==> src/rtl/qscale_pkg.sv <==
// Shared types and constants for the quantized coefficient scaler.
package qscale_pkg;

    // Scaling rule selected per input word.
    typedef enum logic {
        SCALE_DIRECT = 1'b0,
        SCALE_AC     = 1'b1
    } scale_mode_e;

    // Right shift applied to the product in AC mode (divide by 8).
    localparam int AC_DIV_SHIFT  = 3;
    // Left shift applied after scaling in both nonzero-step modes.
    localparam int POST_SHIFT    = 4;
    // Left shift of the doubling path used when the step is zero (x2 then x16).
    localparam int ZERO_Q_SHIFT  = 5;
    // Magnitude of the rounding bias applied toward zero.
    localparam int BIAS_MAG      = 8;

    // Unpacked coefficient and its sign flags.
    typedef struct packed {
        logic neg;
        logic zero;
    } coef_flags_t;

endpackage

==> src/rtl/qs_coef_unpack.sv <==
// Extracts the signed coefficient field from an input word.
// Assumes the coefficient sits in the COEF_W least significant bits and is
// two's complement; all higher word bits are discarded.
module qs_coef_unpack
    import qscale_pkg::*;
#(
    parameter int WORD_W = 16,
    parameter int COEF_W = 10
) (
    input  logic [WORD_W-1:0]        word_in,
    output logic signed [COEF_W-1:0] coef,
    output coef_flags_t              flags
);

    // Slice the field and derive its sign and zero flags.
    always_comb begin
        coef       = $signed(word_in[COEF_W-1:0]);
        flags.neg  = word_in[COEF_W-1];
        flags.zero = (word_in[COEF_W-1:0] == '0);
    end

endmodule

==> src/rtl/qs_scale_core.sv <==
// Multiplies the coefficient by the quantizer step and applies the scaling
// rule chosen by the mode, or the doubling path when the step is zero.
// Assumes the step is unsigned; the output is unbiased and unclamped and is
// wide enough that no intermediate value wraps.
module qs_scale_core
    import qscale_pkg::*;
#(
    parameter int COEF_W = 10,
    parameter int Q_W    = 6,
    parameter int WIDE_W = COEF_W + Q_W + 6
) (
    input  logic signed [COEF_W-1:0] coef,
    input  logic [Q_W-1:0]           q_step,
    input  scale_mode_e              mode,
    output logic                     q_is_zero,
    output logic signed [WIDE_W-1:0] scaled
);

    localparam int PROD_W = COEF_W + Q_W + 1;

    logic signed [PROD_W-1:0] coef_ext;
    logic signed [PROD_W-1:0] step_ext;
    logic signed [PROD_W-1:0] product;
    logic signed [PROD_W-1:0] product_div;
    logic signed [WIDE_W-1:0] nonzero_path;
    logic signed [WIDE_W-1:0] zero_path;

    // Form the signed product of coefficient and zero-extended step.
    always_comb begin
        coef_ext = PROD_W'(coef);
        step_ext = $signed({{(PROD_W-Q_W){1'b0}}, q_step});
        product  = coef_ext * step_ext;
    end

    // Optionally floor-divide the product by 8 for AC mode.
    always_comb begin
        if (mode == SCALE_AC) begin
            product_div = product >>> AC_DIV_SHIFT;
        end else begin
            product_div = product;
        end
    end

    // Scale both candidate paths and pick one on the step value.
    always_comb begin
        nonzero_path = WIDE_W'(product_div) <<< POST_SHIFT;
        zero_path    = WIDE_W'(coef) <<< ZERO_Q_SHIFT;
        q_is_zero    = (q_step == '0);
        scaled       = q_is_zero ? zero_path : nonzero_path;
    end

endmodule

==> src/rtl/qs_bias_clamp.sv <==
// Adds the toward-zero rounding bias and saturates to a symmetric range.
// Assumes the bias only applies when the step is nonzero, and that the wide
// input never reaches the ends of its own range.
module qs_bias_clamp
    import qscale_pkg::*;
#(
    parameter int WIDE_W  = 22,
    parameter int OUT_W   = 16,
    parameter int SAT_MAG = 16383
) (
    input  logic signed [WIDE_W-1:0] scaled,
    input  logic                     q_is_zero,
    input  coef_flags_t              flags,
    output logic signed [OUT_W-1:0]  result
);

    localparam logic signed [WIDE_W-1:0] POS_LIM  = WIDE_W'(SAT_MAG);
    localparam logic signed [WIDE_W-1:0] NEG_LIM  = -WIDE_W'(SAT_MAG);
    localparam logic signed [WIDE_W-1:0] BIAS_POS = WIDE_W'(BIAS_MAG);
    localparam logic signed [WIDE_W-1:0] BIAS_NEG = -WIDE_W'(BIAS_MAG);

    logic signed [WIDE_W-1:0] bias;
    logic signed [WIDE_W-1:0] biased;
    logic signed [WIDE_W-1:0] limited;

    // Choose the bias from the coefficient sign; none on the zero-step path.
    always_comb begin
        if (q_is_zero || flags.zero) begin
            bias = '0;
        end else if (flags.neg) begin
            bias = BIAS_POS;
        end else begin
            bias = BIAS_NEG;
        end
        biased = scaled + bias;
    end

    // Saturate to the symmetric output range and narrow.
    always_comb begin
        if (biased > POS_LIM) begin
            limited = POS_LIM;
        end else if (biased < NEG_LIM) begin
            limited = NEG_LIM;
        end else begin
            limited = biased;
        end
        result = OUT_W'(limited);
    end

endmodule

==> src/rtl/qcoef_scaler.sv <==
// Quantized coefficient scaler: extracts a signed coefficient from each
// valid input word, dequantizes it by the step and mode, biases it toward
// zero, saturates it, and registers the result with a one-cycle latency.
// Assumes inputs are stable around the rising edge; accepts a word every cycle.
module qcoef_scaler
    import qscale_pkg::*;
#(
    parameter int WORD_W  = 16,
    parameter int COEF_W  = 10,
    parameter int Q_W     = 6,
    parameter int OUT_W   = 16,
    parameter int SAT_MAG = 16383
) (
    input  logic              clk,
    input  logic              rst_n,
    input  logic              coef_valid,
    input  logic [WORD_W-1:0] coef_word,
    input  logic [Q_W-1:0]    q_step,
    input  logic              scale_mode,
    output logic              res_valid,
    output logic [OUT_W-1:0]  res_data
);

    localparam int WIDE_W = COEF_W + Q_W + 6;

    logic signed [COEF_W-1:0] coef;
    coef_flags_t              flags;
    logic                     q_is_zero;
    logic signed [WIDE_W-1:0] scaled;
    logic signed [OUT_W-1:0]  result;
    scale_mode_e              mode;

    // Map the raw mode pin onto the shared enum.
    always_comb begin
        mode = scale_mode_e'(scale_mode);
    end

    qs_coef_unpack #(
        .WORD_W (WORD_W),
        .COEF_W (COEF_W)
    ) u_unpack (
        .word_in (coef_word),
        .coef    (coef),
        .flags   (flags)
    );

    qs_scale_core #(
        .COEF_W (COEF_W),
        .Q_W    (Q_W),
        .WIDE_W (WIDE_W)
    ) u_scale (
        .coef      (coef),
        .q_step    (q_step),
        .mode      (mode),
        .q_is_zero (q_is_zero),
        .scaled    (scaled)
    );

    qs_bias_clamp #(
        .WIDE_W  (WIDE_W),
        .OUT_W   (OUT_W),
        .SAT_MAG (SAT_MAG)
    ) u_clamp (
        .scaled    (scaled),
        .q_is_zero (q_is_zero),
        .flags     (flags),
        .result    (result)
    );

    // Output register: capture a result for each accepted word, hold otherwise.
    always_ff @(posedge clk) begin
        if (!rst_n) begin
            res_valid <= 1'b0;
            res_data  <= '0;
        end else begin
            res_valid <= coef_valid;
            if (coef_valid) begin
                res_data <= result;
            end
        end
    end

    // a result follows every accepted word after one cycle.
    a_r7_valid_follows: assert property (@(posedge clk) disable iff (!rst_n)
        coef_valid |=> res_valid);

    // no result appears without a word one cycle earlier.
    a_r7_no_spurious: assert property (@(posedge clk) disable iff (!rst_n)
        !coef_valid |=> !res_valid);

    // the result register holds while no word is accepted.
    a_r8_hold: assert property (@(posedge clk) disable iff (!rst_n)
        !coef_valid |=> $stable(res_data));

    // every presented result lies inside the symmetric range.
    a_r6_no_overflow: assert property (@(posedge clk) disable iff (!rst_n)
        res_valid |-> ($signed(res_data) <= $signed(OUT_W'(SAT_MAG)) &&
                       $signed(res_data) >= -$signed(OUT_W'(SAT_MAG))));

    // a zero coefficient produces exactly zero.
    a_r4_zero_coef: assert property (@(posedge clk) disable iff (!rst_n)
        (coef_valid && coef_word[COEF_W-1:0] == '0) |=> (res_data == '0));

    // the zero-step path yields a multiple of 32 below the clamp limit.
    a_r5_zero_step: assert property (@(posedge clk) disable iff (!rst_n)
        (coef_valid && q_step == '0 && !(coef_word[COEF_W-1] && coef_word[COEF_W-2:0] == '0))
        |=> (res_data[4:0] == 5'd0));

    // in direct mode a negative coefficient with nonzero step stays negative.
    a_r2_sign_kept: assert property (@(posedge clk) disable iff (!rst_n)
        (coef_valid && !scale_mode && q_step != '0 && coef_word[COEF_W-1])
        |=> res_data[OUT_W-1]);

endmodule

==> config.mk <==
export PLATFORM = sky130hd
export DESIGN_NAME = qcoef_scaler
export DESIGN_NICKNAME = d
export VERILOG_FILES = /design/src/rtl/qscale_pkg.sv /design/src/rtl/qs_coef_unpack.sv /design/src/rtl/qs_scale_core.sv /design/src/rtl/qs_bias_clamp.sv /design/src/rtl/qcoef_scaler.sv
export SDC_FILE = /design/constraint.sdc
export NUM_CORES = 1
export LEC_CHECK = 0
export ABC_AREA = 0
export BUFFER_PORTS_ARGS = -buffer_cell sky130_fd_sc_hd__clkbuf_2
export CORE_AREA = 2 2 91 93
export CTS_BUF_LIST = sky130_fd_sc_hd__clkbuf_8
export DETAILED_ROUTE_END_ITERATION = 8
export DIE_AREA = 0 0 93 95
export MAX_ROUTING_LAYER = met4
export PLACE_DENSITY = 0.77
export SYNTH_ARGS = -nofsm -noshare
export SYNTH_HDL_FRONTEND = slang
export SYNTH_SLANG_ARGS = --single-unit
export TNS_END_PERCENT = 20
==> constraint.sdc <==
create_clock -name clk -period 8.5 [get_ports clk]
set_input_delay 1.7 -clock clk [delete_from_list [all_inputs] [get_ports clk]]
set_output_delay 1.7 -clock clk [all_outputs]
set_load 0.01 [all_outputs]
Yosys cells after proc, flatten, opt, wreduce, memory -nomap -nowiden
Index checks and enable logic that the tools add are counted.
{"block": "totals", "reg_bits": 17}
{"block": "op_classes", "add_sub_neg": 1, "multipliers": 1, "n_lt_le_gt_ge": 2, "n_mux": 6, "n_reduce_logical": 3}
{"cell": "22-bit 2-to-1 mux", "count": 3}
{"cell": "16-bit 2-to-1 mux", "count": 3}
{"cell": "22-bit adder", "count": 1}
{"cell": "22-bit by 15-bit greater-than comparator with 1-bit output (second input constant)", "count": 1}
{"cell": "22-bit by 15-bit < comparator with 1-bit output (second input constant)", "count": 1}
{"cell": "10-bit by 7-bit multiplier with 17-bit output", "count": 1}
{"cell": "10-bit logical NOT", "count": 1}
{"cell": "6-bit logical NOT", "count": 1}
{"cell": "1-bit logical OR", "count": 1}

Depth between registers and ports, before layout
{"block": "logic_depth", "depth_word": 7, "mapped_depth": 31, "ltp_nobuf": 28}

By module
From an unflattened synthesis, not the netlist that was laid out.
{"block": "hier_totals", "cells_unflattened": 582, "area_unflattened_um2": 4858.4}
{"module": "qs_scale_core", "instances": 1, "cells_per_inst": 354, "area_each_um2": 2792.7, "seq_area_each_um2": 0.0}
{"module": "qs_bias_clamp", "instances": 1, "cells_per_inst": 161, "area_each_um2": 1312.5, "seq_area_each_um2": 0.0}
{"module": "qcoef_scaler", "instances": 1, "cells_per_inst": 53, "area_each_um2": 643.1, "seq_area_each_um2": 340.3}
{"module": "qs_coef_unpack", "instances": 1, "cells_per_inst": 14, "area_each_um2": 110.1, "seq_area_each_um2": 0.0}

Least setup slack after synthesis
OpenSTA, ideal clock, no wires.
{"block": "synth_timing", "kind": "in2reg", "from": "in q_step[3]", "to": "reg res_data[0]", "setup_ns": 0.119, "arrival_ns": 8.534, "required_ns": 8.381, "slack_ns": -0.153, "path_stages": 31, "path_buffers": 3, "path_cell_list": "clkbuf_1 > and2_1 > fa_1 > inv_1 > fa_1 > inv_1 > fa_1 > inv_1 > fa_1 > inv_1 > ha_1 > o21ai_0 > nor2_1 > o41ai_1 > o2111ai_1 > a21oi_1 > xnor2_1 > mux2i_1 > a21oi_1 > ha_1 > buf_6 > o21a_1 > and2_2 > a221oi_1 > o21ai_2 > o31ai_2 > xnor2_1 > or4_4 > o41ai_4 > buf_6 > a21oi_1"}
{"block": "synth_between", "elab_chain_cells": 7}
{"element": "start, declared", "line": "qcoef_scaler.sv:18", "text": "input logic [Q_W-1:0] q_step,"}
{"element": "10-bit by 7-bit multiplier with 17-bit output or 6-bit logical NOT (tied branches)", "line": "qs_scale_core.sv:32, qs_scale_core.sv:48"}
{"element": "16-bit 2-to-1 mux or 1-bit logical OR (tied branches)", "line": "qs_scale_core.sv:37, qs_bias_clamp.sv:28"}
{"element": "22-bit 2-to-1 mux, on equally long branches", "line": "qs_scale_core.sv:49, qs_bias_clamp.sv:28"}
{"element": "22-bit adder *", "line": "qs_bias_clamp.sv:35", "text": "biased = scaled + bias;"}
{"element": "22-bit by 15-bit < comparator with 1-bit output", "line": "qs_bias_clamp.sv:42", "text": "end else if (biased < NEG_LIM) begin"}
{"element": "16-bit 2-to-1 mux", "line": "qs_bias_clamp.sv:42"}
{"element": "16-bit 2-to-1 mux *", "line": "qs_bias_clamp.sv:40", "text": "if (biased > POS_LIM) begin"}
{"element": "end signal, assigned", "line": "qcoef_scaler.sv:78", "text": "res_data <= result;"}
{"element": "end, declared", "line": "qcoef_scaler.sv:21", "text": "output logic [OUT_W-1:0] res_data"}
Every way passes the cells marked *; elsewhere a longest branch is shown, timed or not.
A chain may end at the register's enable or synchronous reset.

Worst setup path in the final report
{"block": "layout_timing", "from": "in q_step[2]", "to": "reg res_data[4]"}
Same word-level chain as after synthesis.

==> flow_summary.ini <==
[job]
maxCapViolations = 0

[sta]
finalMaxSlewViolations = 0
setup_viol = 0
hold_violations = 0
fin_ws_ns = 0.2916
fmax_ghz = 0.1218
rsz0062_at_grt = yes
fin_crit_ns = 8.208
fin_crit_sh = 0.9657
clock_skew_ns = 0
final.setup.tns_ns = 0
tightestPinTransition_ns = 0.6475
slew_headroom = 0.5627

[clocking]
cts_buffers = 3
cts_tree = yes
root_buffer = clkbuf_8
clk_pin_slew_ns = 0.06
insertion_delay_ns = 0.25
htree_levels = 1
clock_path_buffers = 2
clock-sinks = 16

[critical_path]
arrival_ns = 8.35
cp.required_ns = 8.64
critical_path.startpoint_type = input pin
end_kind = register
cp_slowest_cell = fa_1
crit_family = adder cells
cpPeakStageDelay_ns = 0.56
crit_buf_inv = 8
worst-setup-path-type = input pin to register
path_max_fanout = 7

[placed_design]
routabilityCongestion = 0.8596
dp_hpwl_um = 8152
numPortBuffers = 36
post-place-ws_ns = -0.2598

[finish]
fillers = 692
drive_gt1_frac = 0.2286
final_cell_mix = 65 x inv_1, 52 x buf_4, 48 x and2_1, 48 x ha_1
syn_to_final_growth_pct = 17.89
finalNetCount = 718
final_common_cell = inv_1
antennaDiodeCount = 0

[detailed_routing]
drt_iter0_markers = 203
vias = 3844
drc_errors = 0
ant_nets = 0
wire_per_inst_um = 14.06
drt-pass1-iter-count = 5
vias_per_cell = 5.491
wirelength_um = 9843

[global_route]
grt_pass1_vias = 3826
grt_max_degree = 20
grt_pass1_wl_um = 17080
antenna_found_initial = 0
grtUsageTotal = 0.2409
overflow = 0

[synth]
synthCells = 525
syn_area_um2 = 4238
yosys_warnings = 0
ys_dominant_reg_cell = dfxtp_1
synth-edff-count = 0
async_reset_ff_frac = 0
avgSynthCellArea_um2 = 8.072
syn_nets = 646
ys_seq_area_frac = 0.07558
ys_ff_latch = 16
synth_area_leaders = fa_1 21%, ha_1 15%, dfxtp_1 7.6%
yosys.area.top_type = fa_1
ys_types = 58
synth_top_area_frac = 0.2079

[die]
coreArea_um2 = 7928
num_rows = 33
start_util = 0.5346
die_area_um2 = 8835
die_h_um = 95
die_w_um = 93
io-pin-count = 43

[worst_hold_path]
min_path_type = register to register

[outcome]
status = finished clean
logic make-up (layout without fill, tap and decap cells):
family,Yosys count,after routing,share of synthesized area
AOI/OAI and AO/OA,114,114,0.1748
DFF,16,16,0.07558
buffers and inverters,89,159,0.09300
xor gates and xnor gates,27,27,0.05580
muxes,12,12,0.02834
and+or+nand+nor,172,172,0.2141
adders and majority gates,95,95,0.3584
cells in the mapped netlist, types with 3 or more instances:
| library cell | number |
|---|---|
| dfxtp_1 | 16 |
| xor2_1 | 9 |
| fa_1 | 44 |
| or2_2 | 4 |
| buf_6 | 3 |
| o21ai_0 | 34 |
| mux2i_1 | 12 |
| inv_1 | 68 |
| nor2_1 | 29 |
| a21oi_1 | 35 |
| and3_1 | 4 |
| o21a_1 | 5 |
| o21bai_1 | 3 |
| nand3_1 | 8 |
| clkbuf_1 | 14 |
| nand2b_1 | 4 |
| nand2_1 | 44 |
| nor3_1 | 8 |
| and2_1 | 51 |
| ha_1 | 51 |
| a211oi_1 | 5 |
| a21o_1 | 3 |
| a2111oi_0 | 3 |
| o22ai_1 | 3 |
| o211ai_1 | 4 |
| o2111ai_1 | 3 |
| xnor2_1 | 18 |
| nor4_1 | 3 |
path summary, 6_finish.rpt:
| path | to | slack [ns] | cells past startpoint | startpoint |
|---|---|---|---|---|
| worst max-delay path | res_data[4]$_SDFFE_PN0P_ | 0.29 | 30 | q_step[2] |
| worst max register to register | res_data[13]$_SDFFE_PN0P_ | 7.68 | 4 | res_data[13]$_SDFFE_PN0P_ |
| worst min-delay path | res_data[14]$_SDFFE_PN0P_ | 0.47 | 2 | res_data[14]$_SDFFE_PN0P_ |
| worst min register to register | res_data[14]$_SDFFE_PN0P_ | 0.47 | 2 | res_data[14]$_SDFFE_PN0P_ |
layout make-up:
| cell class | instances | area, µm² | share of cell area |
|---|---|---|---|
| Multi-Input combinational cell | 420 | 3665 | 0.7335 |
| Timing Repair Buffer | 88 | 583.1 | 0.1167 |
| Sequential cell | 16 | 320.3 | 0.06411 |
| Inverter | 68 | 255.2 | 0.05109 |
| Tap cell | 105 | 131.4 | 0.02630 |
| Clock buffer | 3 | 41.29 | 0.008264 |
what timing repair did:
action,in CTS,in global routing
hold buffers,0,0
buffers inserted,0,5
pin swaps,0,32
gates cloned,0,1
setup endpoints to repair,12,13
resized for setup,2,45
stage by stage:
stage | instances | hold slack (ns) | utilization | instance area (µm²)
global placement | 691 | 0.4491 | 0.6009 | 4763
detailed placement | 691 | 0.4671 | 0.6009 | 4763
floorplan | 525 | 0.4893 | - | 4245
global route | 700 | 0.5197 | 0.6302 | 4996
finish | 700 | 0.4730 | 0.6302 | 4996
CTS | 694 | 0.4810 | 0.6067 | 4810
routing by layer:
layer | up-vias | wire [µm] | share of wire | track usage
met2 | 97 | 4883 | 0.50 | 0.4330
met4 | 0 | 96 | 0.0098 | 0.04534
met1 | 1828 | 4409 | 0.45 | 0.3089
met5 | - | 0 | 0 | -
met3 | 10 | 453 | 0.046 | 0.005587
li1 | 1909 | - | - | -
worst reg2reg max path, delay by kind of cell, from the launching register on:
kind / cells / cell delay, ns
AND/OR/NAND/NOR: 2 / 0.12
AO/OA/AOI/OAI: 2 / 0.27
flip-flops: 1 / 0.30
state kept, by name, summed over array words and instances (netlist names):
| signal | flops |
|---|---|
| res_data | 15 |
| res_valid | 1 |
Power is not shown: default switching activity piles up to over one toggle a cycle in this logic, so the estimate is an artifact.
